**config.mk**
```make
export PLATFORM = sky130hd
export DESIGN_NAME = slave_arbiter
export DESIGN_NICKNAME = d
export VERILOG_FILES = /design/src/rtl/sarb_pkg.sv /design/src/rtl/sarb_burst_track.sv /design/src/rtl/sarb_pick.sv /design/src/rtl/sarb_park.sv /design/src/rtl/slave_arbiter.sv
export SDC_FILE = /design/constraint.sdc
export NUM_CORES = 1
export LEC_CHECK = 0
export CAP_MARGIN = 20
export CORE_MARGIN = 2
export CORE_UTILIZATION = 46
export DETAILED_ROUTE_END_ITERATION = 10
export HOLD_SLACK_MARGIN = 0.05
export PLACE_DENSITY = 0.83
export SYNTH_ARGS = -nofsm -noshare
export SYNTH_HDL_FRONTEND = slang
export SYNTH_HIERARCHICAL = 1
export SYNTH_SLANG_ARGS = --single-unit
```
**constraint.sdc**
```tcl
create_clock -name clk -period 3.4 [get_ports clk]
set_input_delay 0.34 -clock clk [delete_from_list [all_inputs] [get_ports clk]]
set_output_delay 0.34 -clock clk [all_outputs]
set_load 0.01 [all_outputs]
```
**src/rtl/sarb_pkg.sv**
```systemverilog
`timescale 1ns/1ps
package sarb_pkg;

  localparam int MAX_M = 16;
  localparam int IDX_W = 4;

  typedef enum logic [1:0] {
    PARK_NONE  = 2'd0,
    PARK_LAST  = 2'd1,
    PARK_FIXED = 2'd2,
    PARK_RSVD  = 2'd3
  } park_e;

  // lowest set bit of a padded request vector
  function automatic logic [IDX_W-1:0] lowest_req(input logic [MAX_M-1:0] m);
    logic [IDX_W-1:0] r;
    r = '0;
    for (int i = MAX_M - 1; i >= 0; i--) begin
      if (m[i]) r = IDX_W'(i);
    end
    return r;
  endfunction

  // first set bit found scanning upward from prev+1, wrapping at n
  function automatic logic [IDX_W-1:0] rotate_req(input logic [MAX_M-1:0] m,
                                                  input logic [IDX_W-1:0] prev,
                                                  input int n);
    logic [IDX_W-1:0] r;
    logic             hit;
    int               pos;
    r   = '0;
    hit = 1'b0;
    for (int s = 1; s <= MAX_M; s++) begin
      if (s <= n && !hit) begin
        pos = (int'(prev) + s) % n;
        if (m[pos[IDX_W-1:0]]) begin
          r   = pos[IDX_W-1:0];
          hit = 1'b1;
        end
      end
    end
    return r;
  endfunction

endpackage

```
**src/rtl/sarb_burst_track.sv**
```systemverilog
`timescale 1ns/1ps
module sarb_burst_track #(
  parameter int LEN_W = 4
) (
  input  logic             clk,
  input  logic             rst_n,
  input  logic             own_req,
  input  logic             own_nonseq,
  input  logic [LEN_W-1:0] own_len,
  input  logic             beat,
  output logic             arb_ok,
  output logic             idle_cyc,
  output logic             last_beat,
  output logic             undef_end
);

  logic             in_xfer_q;
  logic             undef_q;
  logic [LEN_W-1:0] left_q;
  logic             cur_undef;
  logic [LEN_W-1:0] cur_left;

  always_comb begin
    cur_undef = in_xfer_q ? undef_q : (own_len == '0);
    cur_left  = in_xfer_q ? left_q  : own_len;
    idle_cyc  = !own_req;
    last_beat = own_req && beat && !cur_undef && (cur_left == LEN_W'(1));
    undef_end = own_req && in_xfer_q && undef_q && own_nonseq;
    arb_ok    = idle_cyc || last_beat || undef_end;
  end

  always_ff @(posedge clk or negedge rst_n) begin
    if (!rst_n) begin
      in_xfer_q <= 1'b0;
      undef_q   <= 1'b0;
      left_q    <= '0;
    end else if (arb_ok) begin
      in_xfer_q <= 1'b0;
      undef_q   <= 1'b0;
      left_q    <= '0;
    end else if (beat) begin
      in_xfer_q <= 1'b1;
      undef_q   <= cur_undef;
      left_q    <= cur_undef ? '0 : cur_left - LEN_W'(1);
    end
  end

endmodule

```
**src/rtl/sarb_pick.sv**
```systemverilog
`timescale 1ns/1ps
module sarb_pick
  import sarb_pkg::*;
#(
  parameter int N_MASTERS = 4
) (
  input  logic [N_MASTERS-1:0] req,
  input  logic                 fixed_mode,
  input  logic [IDX_W-1:0]     prev_idx,
  output logic                 any_req,
  output logic [IDX_W-1:0]     win_idx
);

  logic [MAX_M-1:0] padded;

  always_comb begin
    padded = '0;
    padded[N_MASTERS-1:0] = req;
    any_req = |req;
    win_idx = fixed_mode ? lowest_req(padded)
                         : rotate_req(padded, prev_idx, N_MASTERS);
  end

endmodule

```
**src/rtl/sarb_park.sv**
```systemverilog
`timescale 1ns/1ps
module sarb_park
  import sarb_pkg::*;
#(
  parameter int N_MASTERS = 4
) (
  input  logic [1:0]       park_type,
  input  logic [IDX_W-1:0] fix_idx,
  input  logic [IDX_W-1:0] recent_idx,
  input  logic             recent_vld,
  output logic             park_vld,
  output logic [IDX_W-1:0] park_idx
);

  always_comb begin
    park_vld = 1'b0;
    park_idx = '0;
    case (park_e'(park_type))
      PARK_LAST: begin
        park_vld = recent_vld;
        park_idx = recent_idx;
      end
      PARK_FIXED: begin
        park_vld = (32'(fix_idx) < N_MASTERS);
        park_idx = park_vld ? fix_idx : '0;
      end
      default: begin
        park_vld = 1'b0;
        park_idx = '0;
      end
    endcase
  end

endmodule

```
**src/rtl/slave_arbiter.sv**
```systemverilog
`timescale 1ns/1ps
module slave_arbiter
  import sarb_pkg::*;
#(
  parameter int N_MASTERS = 4,
  parameter int LEN_W     = 4
) (
  input  logic                       clk,
  input  logic                       rst_n,
  input  logic [N_MASTERS-1:0]       req_i,
  input  logic [N_MASTERS-1:0]       nonseq_i,
  input  logic [N_MASTERS*LEN_W-1:0] len_i,
  input  logic                       beat_i,
  input  logic                       arb_mode_i,
  input  logic [1:0]                 dm_type_i,
  input  logic [IDX_W-1:0]           dm_fix_i,
  output logic [N_MASTERS-1:0]       grant_o,
  output logic [IDX_W-1:0]           owner_o,
  output logic                       owner_vld_o
);

  localparam logic [IDX_W-1:0] PTR_INIT = IDX_W'(N_MASTERS - 1);

  logic [IDX_W-1:0] owner_q;
  logic             owner_vld_q;
  logic [IDX_W-1:0] recent_q;
  logic             recent_vld_q;

  logic             own_req;
  logic             own_nonseq;
  logic [LEN_W-1:0] own_len;

  logic             arb_ok;
  logic             idle_cyc;
  logic             last_beat;
  logic             undef_end;
  logic             any_req;
  logic [IDX_W-1:0] win_idx;
  logic             park_vld;
  logic [IDX_W-1:0] park_idx;

  // inputs of the connected master
  always_comb begin
    own_req    = 1'b0;
    own_nonseq = 1'b0;
    own_len    = '0;
    for (int i = 0; i < N_MASTERS; i++) begin
      if (owner_vld_q && owner_q == IDX_W'(i)) begin
        own_req    = req_i[i];
        own_nonseq = nonseq_i[i];
        own_len    = len_i[i*LEN_W +: LEN_W];
      end
    end
  end

  sarb_burst_track #(.LEN_W(LEN_W)) u_track (
    .clk       (clk),
    .rst_n     (rst_n),
    .own_req   (own_req),
    .own_nonseq(own_nonseq),
    .own_len   (own_len),
    .beat      (beat_i),
    .arb_ok    (arb_ok),
    .idle_cyc  (idle_cyc),
    .last_beat (last_beat),
    .undef_end (undef_end)
  );

  sarb_pick #(.N_MASTERS(N_MASTERS)) u_pick (
    .req       (req_i),
    .fixed_mode(arb_mode_i),
    .prev_idx  (recent_q),
    .any_req   (any_req),
    .win_idx   (win_idx)
  );

  sarb_park #(.N_MASTERS(N_MASTERS)) u_park (
    .park_type (dm_type_i),
    .fix_idx   (dm_fix_i),
    .recent_idx(recent_q),
    .recent_vld(recent_vld_q),
    .park_vld  (park_vld),
    .park_idx  (park_idx)
  );

  always_ff @(posedge clk or negedge rst_n) begin
    if (!rst_n) begin
      owner_q      <= '0;
      owner_vld_q  <= 1'b0;
      recent_q     <= PTR_INIT;
      recent_vld_q <= 1'b0;
    end else if (arb_ok) begin
      if (any_req) begin
        owner_q      <= win_idx;
        owner_vld_q  <= 1'b1;
        recent_q     <= win_idx;
        recent_vld_q <= 1'b1;
      end else begin
        owner_q      <= park_idx;
        owner_vld_q  <= park_vld;
      end
    end
  end

  for (genvar g = 0; g < N_MASTERS; g++) begin : g_grant
    assign grant_o[g] = owner_vld_q && (owner_q == IDX_W'(g));
  end

  assign owner_o     = owner_q;
  assign owner_vld_o = owner_vld_q;

endmodule

```
==> results of run 1 <==
[how the worst min path moves through the flow]
stage | start | endpoint | slack (ns) | cells past startpoint
6_report | rst_n | recent_vld_q | 0.47 | 1
5_1_grt | recent_vld_q | recent_vld_q | 0.50 | 1
4_1_cts | recent_vld_q | recent_vld_q | 0.48 | 1
3_5_place_dp | recent_vld_q | recent_vld_q | 0.45 | 1
3_3_place_gp | recent_vld_q | recent_vld_q | 0.46 | 1
2_1_floorplan | rst_n | owner_o[0] | 0.04 | 0
[state kept, by name, summed over array words and instances, names as in the netlist]
name and cells:
u_track/left_q 4, owner_vld_o 1, recent_q 4, u_track/undef_q 1, recent_vld_q 1, owner_o 4
u_track/in_xfer_q 1
[worst max-delay path: cells and delay by family (launching register included)]
kind	cells	cell delay [ns]
simple gates	4	1.10
mux	2	0.50
compound gates	2	0.47
flops	1	0.41
fa+ha+maj	1	0.13
buf+inv	1	0.10
[metrics by stage]
step                setup slack [ns]  area (um2)  cells
floorplan                      0.754        1280    138
global route                   0.358        1750    208
finish                         0.580        1750    208
detailed placement             0.599        1710    204
global placement               0.725        1710    204
CTS                            0.576        1750    208
[report_power, final]
part           switching (mW)  internal [mW]
clock                  0.0608         0.0651
combinational           0.223          0.256
sequential             0.0570          0.237
total                   0.340          0.558
[layout make-up]
| type | count | area share (%) |
|---|---|---|
| sequential | 16 | 23.0 |
| inverter | 6 | 1.29 |
| tap | 31 | 2.22 |
| timing repair buffer | 44 | 24.9 |
| clock buffer | 4 | 2.08 |
| multi-input combinational | 107 | 46.5 |
[placed cells by master (no fill, tap or decap), types with 2 or more instances in the layout]
cell type / n
mux2i_1: 20
clkdlybuf4s50_1: 42
a22oi_1: 2
buf_4: 2
o21ai_0: 3
nor2_1: 18
dfrtp_1: 14
dfstp_2: 2
nand2b_1: 3
clkbuf_4: 3
o22ai_1: 6
nor2b_1: 2
ha_1: 4
a22o_1: 2
inv_1: 6
nor3_1: 2
mux2_2: 5
nand3b_1: 2
conb_1: 2
nand2_1: 5
a21oi_1: 7
and2_1: 3
[per-layer routing]
layer	routed length, um	share of wire, %	track usage, %	vias to the layer above
met5	0	0	0	-
met4	23	0.74	3.65	0
met3	239	7.7	5.07	4
met2	1470	48	36.4	39
met1	1360	44	25.6	566
li1	-	-	-	575
==> metrics.csv, run 1 <==
metric;value;unit
Initial Util;47.3;%
CTS tree;yes;
port bufs;42;
max_slew headroom;52.2;%
Vias;1184;
cts hold-fix bufs;0;
Critical path destination;recent_q[3];
yosys warns;6;
Crit Reg-Reg Endpoint;recent_q[3];
Wirelength per Cell;14.9;um
fin nets;216;
Synth-to-Final Area Change;36.4;%
Hold WC Path Type;in -> async;
cell count after synthesis;137;
Hold WS;0.472;ns
total power;0.899;mW
final WL;3.09;mm
Final Setup Violations;0;
Rows;19;
slowest CP cell;or4b_1;
RSZ-0062 raised after global routing;no;
Num CTS Buffers;3;
Gates resized, CTS repair;0;
critical-path maximum fanout;8;
# IOs;43;
Worst VDD drop;0.000377;V
run status;completed;
worst skew pair latency;0.28;ns
Clock Path Buffers;2;
Pleak;0.744;nW
crit-path cells;or4b_1 > o22ai_1 > mux2i_1 > inv_1 > ha_1 > and2_1 > nand4_1 > o21ai_4 > nand2_1 > mux2_2;
delay of the slowest critical-path stage;0.67;ns
fin. max-slew vios;0;
Syn Area/Cell;9.35;um2
First-pass DRT Iterations;4;
GR Util All Layers;20.6;%
register area;403;um2
FF-to-FF Start;owner_o[0];
Worst-path clk slew;0.10;ns
DRC;0;
Reg2Reg Depth;10;
total gr overflow;0;
Setup TNS;0;ns
layout cell share with drive strength beyond 1;10.7;%
vias in the first global route;1227;
CP arrival;3.00;ns
H-tree Lvls;1;
Layout Utilization;64.5;%
core area;2710;um2
crit start category;flop;
antenna violations before repair;0;
fin crit share;83.0;%
Post-CTS Setup Inserts;0;
die width;56.8;um
worst-margin pin slew;0.715;ns
Fillers;229;
Setup crit start;owner_o[0];
via/cell ratio;5.69;
pin count of the biggest net entering global routing;17;
Post-Synthesis Cell Area;1280;um2
Data required, critical path;3.58;ns
first-pass GRT wire length;5.46;mm
CTS Sinks;16;
post-route minimum period;2.82;ns
hpwl dp;2.49;mm
Die Ht;56.8;um
CP Class;reg -> reg;
Layout Skew;0.0112;ns
area of the multi-input gates;812;um2
ANT cells;0;
Fmax achieved;355;MHz
antenna viol nets, final;0;
Crit. End Element;flop;
maximum capacitance violations;0;
CTS root buffer;clkbuf_4;
die area;3220;um2
final hold violations;0;
number of DRC markers in iteration 0;26;
Final Wtd Congestion;0.944;
Worst R2R Setup Slack;0.58;ns
Power Dens Cells;514;nW/um2
Power figures use the tool's default switching activity.
==> inputs of run 2 (changes only) <==
--- a/config.mk
+++ b/config.mk
@@ -7,10 +7,10 @@
 export LEC_CHECK = 0
 export CAP_MARGIN = 20
 export CORE_MARGIN = 2
-export CORE_UTILIZATION = 46
+export CORE_UTILIZATION = 41
 export DETAILED_ROUTE_END_ITERATION = 10
 export HOLD_SLACK_MARGIN = 0.05
-export PLACE_DENSITY = 0.83
+export PLACE_DENSITY = 0.79
 export SYNTH_ARGS = -nofsm -noshare
 export SYNTH_HDL_FRONTEND = slang
 export SYNTH_HIERARCHICAL = 1
==> constraint.sdc (replaced) <==
create_clock -name clk -period 2.43 [get_ports clk]
set_input_delay 0.243 -clock clk [delete_from_list [all_inputs] [get_ports clk]]
set_output_delay 0.243 -clock clk [all_outputs]
set_load 0.01 [all_outputs]
==> metrics.csv, run 2 (same netlist as run 1, synthesis figures left out) <==
metric;value;unit;change
Clock Path Buffers;2;;unchanged
via/cell ratio;5.38;;-5.5%
Fillers;223;;-2.6%
CP Class;reg -> reg;;
die area;3590;um2;+11%
Final WS setup;-0.0347;ns;-0.614 ns
worst-margin pin slew;0.730;ns;+0.0152 ns
Crit. End Element;flop;;
CP arrival;2.64;ns;-0.36 ns
first-pass GRT wire length;5.24;mm;-3.9%
Num CTS Buffers;3;;unchanged
Hold WC Path Type;in -> async;;
number of DRC markers in iteration 0;66;;+150%
placed cell areas;1840;um2;+7.7%
core area;3000;um2;+11%
antenna violations before repair;0;;unchanged
Worst VDD drop;0.000342;V;-9.4%
Layout Skew;0.00176;ns;-0.00948 ns
vias in the first global route;1253;;+2.1%
fin nets;236;;+9.3%
RSZ-0062 raised after global routing;yes;;
Rows;20;;+1
worst skew pair latency;0.29;ns;about the same
Data required, critical path;2.61;ns;-0.97 ns
ANT cells;0;;unchanged
critical-path maximum fanout;5;;-3
Worst-path clk slew;0.10;ns;about the same
CTS tree;yes;;
crit start category;flop;;
Final Setup Violations;3;;+3
H-tree Lvls;1;;unchanged
commonest non-fill, non-tap cells in the layout;clkdlybuf4s50_1, nor2_1, mux2i_1, buf_4, dfrtp_1;;
GR Util All Layers;19.1;%;-1.5 points
Crit Reg-Reg Endpoint;recent_q[3];;
# IOs;43;;unchanged
Pleak;0.855;nW;+15%
CTS Sinks;16;;unchanged
CTS root buffer;clkbuf_4;;
layout cell share with drive strength beyond 1;22.8;%;+12 points
Wirelength per Cell;14.8;um;-0.38%
fin crit share;101;%;+18 points
total power;1.48;mW;+65%
max_slew headroom;51.2;%;-1.0 points
FF-to-FF Start;owner_o[0];;
hpwl dp;2.59;mm;+3.9%
Die Ht;59.9;um;+5.5%
most common cell after layout, fill and taps aside;clkdlybuf4s50_1;;
fin. max-slew vios;0;;unchanged
Fmax achieved;406;MHz;+14%
pin count of the biggest net entering global routing;17;;unchanged
run status;finished with violations;;
Reg2Reg Depth;10;;unchanged
maximum capacitance violations;0;;unchanged
First-pass DRT Iterations;4;;unchanged
DRC;0;;unchanged
final hold violations;0;;unchanged
port bufs;42;;unchanged
Power Dens Cells;750;nW/um2;+46%
Initial Util;42.7;%;-4.6 points
Worst R2R Setup Slack;-0.03;ns;-0.61 ns
final WL;3.41;mm;+10%
Synth-to-Final Area Change;54.0;%;
post-route cell area;1970;um2;+13%
antenna viol nets, final;0;;unchanged
Vias;1237;;+4.5%
failing checks;negative setup slack;;
post-route minimum period;2.46;ns;-0.356 ns
total gr overflow;0;;unchanged
Final Wtd Congestion;0.805;;-15%
die width;59.9;um;+5.5%
Layout Utilization;65.7;%;+1.2 points
==> run 2: cell types whose count changed in the layout (fill, tap and decap cells not counted), sizes merged <==
cell | before | now
buf | 2 | 22
==> run 2: worst max-delay path by stage <==
stage,start,endpoint,slack (ns),cells after the start
final,owner_o[0],recent_q[3],-0.03,10
after CTS,owner_o[3],recent_q[3],0.02,10
after global placement,owner_o[0],recent_q[2],-0.008,10
after global routing,owner_o[0],owner_o[2],-0.18,12
after detailed placement,owner_o[0],recent_q[3],-0.1,10
after floorplan,owner_o[0],recent_q[2],-0.11,11
==> run 2: repair_timing <==
item	4_1_cts	5_1_grt
pin swaps	1	0
gates resized for setup	3	5
buffers inserted	0	7
cloned	0	0
setup endpoints to repair	9	15
hold buffers	0	0
==> run 2: final cells by class <==
cell class,instances,area [um2],area share [%]
clock buffers,4,36.3,1.84
inverters,6,22.5,1.14
multi-input cells,107,848,43.0
flip-flops and latches,16,403,20.4
repair buffers,64,622,31.5
well taps,33,41.3,2.09
==> run 2: worst max-delay path: stages, from the launching register on <==
cell	delay (ns)
dfrtp_1	0.39
or4b_4	0.58
o22ai_4	0.20
mux2i_2	0.11
inv_1	0.07
ha_1	0.12
and2_1	0.12
nand4_1	0.13
o21ai_4	0.23
nand2_4	0.10
mux2_2	0.29
==> run 2: metrics by stage <==
step / TNS (ns) / hold WS [ns] / cells / setup slack [ns]
finish: -0.0757 / 0.382 / 230 / -0.0347
global route: -1.83 / 0.428 / 230 / -0.175
CTS: 0 / 0.407 / 223 / 0.0182
detailed placement: -0.468 / 0.485 / 219 / -0.0985
global placement: -0.0140 / 0.458 / 219 / -0.00760
floorplan: -0.519 / -0.0526 / 138 / -0.109
==> run 2: layer usage <==
metal | up-vias | track usage [%] | share of wire [%]
met3 | 4 | 1.95 | 6.7
met4 | 0 | 9.21 | 1.2
met5 | - | 0 | 0
met1 | 585 | 23.5 | 41
li1 | 610 | - | -
met2 | 38 | 33.1 | 51
==> run 2: where the power goes <==
group	leakage, nW	internal [mW]	switching [mW]
clock	0.0210	0.0912	0.0871
combinational	0.642	0.527	0.378
sequential	0.192	0.332	0.0651
total	0.855	0.950	0.530
